`src/rtl/fail_log.sv`:
```
module fail_log #(
  parameter int NPINS = 16,
  parameter int CYC_W = 16,
  localparam int PIN_W = (NPINS > 1) ? $clog2(NPINS) : 1
) (
  input  logic             clk,
  input  logic             rst_n,
  input  logic             strobe,
  input  logic             clr,
  input  logic [NPINS-1:0] raw_fail,
  output logic [NPINS-1:0] pin_fail_q,
  output logic             vld_q,
  output logic             sticky_q,
  output logic [CYC_W-1:0] first_cyc_q,
  output logic [PIN_W-1:0] first_pin_q
);
  logic [CYC_W-1:0] cyc_q, cyc_d, first_cyc_d;
  logic [PIN_W-1:0] first_pin_d, low_pin;
  logic [NPINS-1:0] pin_fail_d;
  logic             vld_d, sticky_d, any_fail, pf_en;

  always_comb begin
    low_pin = '0;
    for (int p = NPINS - 1; p >= 0; p--) begin
      if (raw_fail[p]) low_pin = PIN_W'(p);
    end
  end

  assign any_fail = |raw_fail;

  always_comb begin
    cyc_d       = cyc_q;
    pin_fail_d  = pin_fail_q;
    vld_d       = 1'b0;
    sticky_d    = sticky_q;
    first_cyc_d = first_cyc_q;
    first_pin_d = first_pin_q;
    pf_en       = 1'b0;
    if (clr) begin
      cyc_d       = '0;
      pin_fail_d  = '0;
      sticky_d    = 1'b0;
      first_cyc_d = '0;
      first_pin_d = '0;
      pf_en       = 1'b1;
    end else if (strobe) begin
      cyc_d      = cyc_q + 1'b1;
      pin_fail_d = raw_fail;
      vld_d      = 1'b1;
      pf_en      = 1'b1;
      if (any_fail && !sticky_q) begin
        sticky_d    = 1'b1;
        first_cyc_d = cyc_q;
        first_pin_d = low_pin;
      end
    end
  end

  always_ff @(posedge clk or negedge rst_n) begin
    if (!rst_n) begin
      cyc_q       <= '0;
      pin_fail_q  <= '0;
      vld_q       <= 1'b0;
      sticky_q    <= 1'b0;
      first_cyc_q <= '0;
      first_pin_q <= '0;
    end else begin
      vld_q <= vld_d;
      if (pf_en) begin
        cyc_q       <= cyc_d;
        pin_fail_q  <= pin_fail_d;
        sticky_q    <= sticky_d;
        first_cyc_q <= first_cyc_d;
        first_pin_q <= first_pin_d;
      end
    end
  end

  a_r9_sticky_holds: assert property (@(posedge clk) disable iff (!rst_n)
    (sticky_q && !clr) |=> sticky_q);
  a_r10_first_frozen: assert property (@(posedge clk) disable iff (!rst_n)
    (sticky_q && !clr) |=> ($stable(first_cyc_q) && $stable(first_pin_q)));
  a_r7_vld_after_strobe: assert property (@(posedge clk) disable iff (!rst_n)
    (strobe && !clr) |=> vld_q);
  a_r7_quiet_without_strobe: assert property (@(posedge clk) disable iff (!rst_n)
    (!strobe && !clr) |=> (!vld_q && $stable(pin_fail_q)));
  a_r12_clear_wins: assert property (@(posedge clk) disable iff (!rst_n)
    clr |=> (!sticky_q && !vld_q && pin_fail_q == '0));
  a_r11_count_step: assert property (@(posedge clk) disable iff (!rst_n)
    (strobe && !clr) |=> (cyc_q == CYC_W'($past(cyc_q) + 1'b1)));
endmodule

```
`config.mk`:
```
export PLATFORM = sky130hd
export DESIGN_NAME = fail_log
export DESIGN_NICKNAME = d
export VERILOG_FILES = /design/src/rtl/fail_log.sv
export SDC_FILE = /design/constraint.sdc
export NUM_CORES = 1
export LEC_CHECK = 0
export BUFFER_PORTS_ARGS = -buffer_cell sky130_fd_sc_hd__clkbuf_2
export CAP_MARGIN = 20
export CORE_UTILIZATION = 40
export CTS_CLUSTER_DIAMETER = 40
export DETAILED_ROUTE_END_ITERATION = 12
export GPL_TIMING_DRIVEN = 0
export PLACE_DENSITY = 0.73
export SLEW_MARGIN = 20
export SYNTH_ARGS = -nofsm -noshare
export SYNTH_HDL_FRONTEND = slang
export SYNTH_SLANG_ARGS = --single-unit
```
`constraint.sdc`:
```
create_clock -name clk -period 3.4 [get_ports clk]
set_input_delay 0.51 -clock clk [delete_from_list [all_inputs] [get_ports clk]]
set_output_delay 0.51 -clock clk [all_outputs]
set_load 0.05 [all_outputs]
```
# Yosys cells after proc, flatten, opt, wreduce, memory -nomap -nowiden
# Cells that the tools add are included.
[totals] inputBits=20 reg_bits=54 word_cells=46 out_inout_bits=38
[op_classes] muxes=32 addsub=1 n_reduce_logical=7
[ops] operator="$mux W16" count=7
[ops] operator="$mux W4" count=19
[ops] operator="$add A16 B1 Y16 const B" count=1
[ops] operator="$reduce_or A16 Y1" count=1
[ops] operator="$mux W1" count=6
[ops] operator="$reduce_bool A2 Y1" count=2
[ops] operator="$reduce_and A3 Y1" count=1
[ops] operator="$reduce_and A2 Y1" count=1
[ops] operator="$logic_and A1 B1 Y1" count=1
[ops] operator="$logic_not A1 Y1" count=1

# Logic depth before layout (Yosys ltp)
[depth] depth_word=19 ltp_mapped=7 depth_no_buf=6

# Worst setup path before layout
# Ideal clock, no wire load.
[synth_timing] path_kind="input to register" from="input raw_fail[8]" to="register first_cyc_q[10]" cell_stages=7 setup_slack_ps=1590 n_path_buf=2 arrival_time_ps=1674 t_required_ps=3264 setup_ps=136 path_cell_list="nor4_1 nand4_1 and3b_1 buf_2 buf_4 nand2_1 a21oi_1"
[synth_via] elab_chain_len=4
[synth_lines] element="from (decl)" line="10" text="input logic [NPINS-1:0] raw_fail,"
[synth_lines] element="$reduce_or A16 Y1" line="29" text="assign any_fail = |raw_fail;"
[synth_lines] element="$logic_and A1 B1 Y1" line="51" text="if (any_fail && !sticky_q) begin"
[synth_lines] element="$reduce_bool A2 Y1 (no source line)"
[synth_lines] element="$reduce_and A3 Y1 (no source line)"
[synth_lines] element="to (signal assigned)" line="73" text="first_cyc_q <= first_cyc_d;"
[synth_lines] element="to (decl)" line="14" text="output logic [CYC_W-1:0] first_cyc_q,"
# No other way between the ends.
# A chain may end at the register's enable or synchronous reset.

# Final worst setup path
[layout_timing] from="input raw_fail[4]" to="register first_cyc_q[15]"
# Same word-level chain as after synthesis.

==> qor.yml <==
outcome:
  outcome: "complete, no violations"
logic_synthesis:
  ys_warn_count: 0
  avgSynthCellArea_um2: 9.84
  synthMuxAreaShare_pct: 6.95
  synth-compound-area-share_pct: 7.61
  synthSimpleGateAreaFrac_pct: 21.8
  synth_xor_area_share_pct: 4.29
  synth_top_family_by_area: "simple AND/OR/NAND/NOR gates"
  synth_cell_types: 33
  yosysSeqAreaShare_pct: 55.2
  synthCells: 249
  synth_seq_cells: 54
  syn-num-nets: 270
  syn-cell-area_um2: 2450
  synthAdderAreaFrac_pct: 0.511
sta:
  fin_crit_ns: 1.89
  post-route-period-util_pct: 55.4
  hold_violations: 0
  setup_violations: 0
  grt_setup_unrepaired: "no"
  finClkSkew_ns: 0.0130
  setup_tns_ns: 0
  fmax_mhz: 530
  tightest_slew_ns: 0.731
  slew_viol_final: 0
  slew_headroom_pct: 51.3
critical_path:
  cp.required_ns: 3.58
  worstPathArrival_ns: 2.07
  end_kind: "register"
  rrSetupSlack_ns: 1.68
  worstSetupEndpoint: "first_cyc_q[15]"
  r2r-end: "cyc_q[13]"
  critPathBufInv: 3
  reg2reg_from: "cyc_q[3]"
  path_cells: "clkbuf_2 -> nor4_1 -> nand4_1 -> and3b_1 -> buf_2 -> buf_4 -> nand2_1 -> a21oi_1"
  r2r_cells: 5
  worst_path_largest_cell_delay_ns: 0.50
  crit_slowest_cell: "nor4_1"
  crit_start: "raw_fail[4]"
  cp_top_family: "simple AND/OR/NAND/NOR gates"
  worst-setup-path-type: "input port to register"
  path_depth: 8
  crit_path_start_kind: "input port"
  worst-path-max-fanout: 10
floorplanning:
  die_h_um: 80.3
  design.die.area_um2: 6440
  core-area_um2: 5920
  io_pins: 58
  fp.dieW_um: 80.3
  start_util_pct: 41.4
  rows: 28
routing:
  wl_um: 5410
  ant_nets: 0
  wl_per_cell_um: 14.0
  drt-pass1-iter-count: 4
  drtIter0Drc: 139
  vias_per_cell: 5.12
  route.detailed.drc: 0
  vias: 1981
clock_network:
  clk_latency_ns: 0.32
  path_clk_slew_ns: 0.11
  cts_buffers: 5
  cts_root_buf: "clkbuf_8"
  cts_sinks: 54
  ctsHtreeMaxLevel: 2
  clk_path_buf_depth: 2
  cts_setup_buffers: 0
  cts_hold_buf: 0
  cts_resized: 0
  cts_tree: "built"
grt:
  grt_usage_pct: 19.2
  grt_overflow: 0
  first_global_vias: 1996
  grt_max_degree: 55
  grt_pass1_wl_um: 9430
  grt_antenna_before_repair: 0
run:
  maxCapViolations: 0
power_and_ir_drop:
  p_per_area_nw_per_um2: 414
  ir_drop_v: 0.000265
  leakage_nw: 1.37
  power_mw: 1.21
final_layout:
  utilization_pct: 49.2
  syn2layout_area_growth_pct: 18.8
  diodes: 0
  fin_cells: 387
  post_route_cells_drive_above_1_share_pct: 24.0
  fillCellCount: 568
  fin_nets: 332
place:
  portBuffers: 55
  placedCellCount: 379
  hpwl_um: 3880
  place.gp.congestion: 0.792
hold_path:
  hp-class: "input port to asynchronous set/reset pin"
[area by class of cell]
type | instances | area, um2 | area share (%)
tap | 75 | 93.8 | 3.22
clock inverter | 3 | 21.3 | 0.731
multi-input combinational | 175 | 1010 | 34.6
sequential | 54 | 1350 | 46.4
buffer | 13 | 63.8 | 2.19
timing repair buffer | 55 | 278 | 9.54
clock buffer | 5 | 68.8 | 2.36
inverter | 7 | 26.3 | 0.902
[report_power, final]
part | internal [mW] | total, mW | switching [mW]
Sequential | 0.658 | 0.670 | 0.0118
Clock | 0.145 | 0.366 | 0.220
Combinational | 0.0445 | 0.170 | 0.126
[sequential cells by signal, indices dropped and copies added, names as in the netlist]
register / flops
first_pin_q: 4
first_cyc_q: 16
sticky_q: 1
cyc_q: 16
pin_fail_q: 16
vld_q: 1
[logic make-up after synthesis]
group,count (synthesis)
AND/OR/NAND/NOR,111
multiplexers,17
adder cells (fa/ha/maj),1
AO/OA/AOI/OAI,34
XOR/XNOR,12
flip-flops,54
buffers and inverters,20
[worst min path at each step]
stage | to | slack (ns) | depth (start not counted)
floorplan | cyc_q[0] | 0.21 | 0
global placement | first_pin_q[0] | 0.49 | 2
detailed placement | first_pin_q[0] | 0.50 | 2
CTS | first_cyc_q[6] | 0.30 | 1
global route | first_cyc_q[5] | 0.33 | 1
finish | first_cyc_q[6] | 0.26 | 1
[routing by layer]
layer | vias to the layer above | wire length, um | GRT usage, %
li1 | 961 | - | -
met1 | 945 | 2410 | 23.9
met2 | 68 | 2630 | 32.6
met3 | 7 | 312 | 4.89
met4 | 0 | 60 | 6.07
met5 | - | 0 | 0
[placed cells by master, fill, tap and decap left out, types with 7 or more instances in the layout]
cell type	n
a21oi_1	24
clkbuf_1	8
clkbuf_2	54
dfrtp_1	54
inv_1	7
mux2i_1	17
nand2_1	39
nand3_1	7
nor2_1	36
xnor2_1	7
[synthesized netlist by cell type]
cell	instances	area share, %
nor3_1	4	0.82
o41ai_1	1	0.36
or3_2	2	0.61
nor2_1	36	5.5
nor3_2	2	0.82
nand4_1	5	1.3
and3_1	1	0.26
o311ai_0	2	0.72
nand3b_1	2	0.61
inv_1	7	1.1
o31a_1	1	0.36
a31oi_1	1	0.26
clkbuf_1	8	1.2
ha_1	1	0.51
buf_2	3	0.61
or4_4	1	0.46
nor3b_2	1	0.51
a21oi_1	24	4.9
nand3_1	7	1.4
buf_4	1	0.31
xnor2_1	7	2.5
dfrtp_1	54	55
nor4_1	4	1.0
and3b_1	1	0.36
buf_6	1	0.46
mux2i_1	17	6.9
o21ai_0	5	1.0
nand2_1	39	6.0
nand2b_1	1	0.26
nand4_4	1	0.87
nor2b_1	3	0.77
or3_1	1	0.26
xor2_1	5	1.8
[per-stage QoR]
step                      setup WS (ns)  hold WS, ns  area (um2)
after global placement             1.23        0.495        2820
after floorplan                    1.59        0.214        2450
after CTS                          1.54        0.298        2910
after global routing               1.34        0.333        2910
after detailed placement           1.19        0.497        2820
final                              1.51        0.255        2910
No activity file was read; power rests on OpenSTA's default activity.
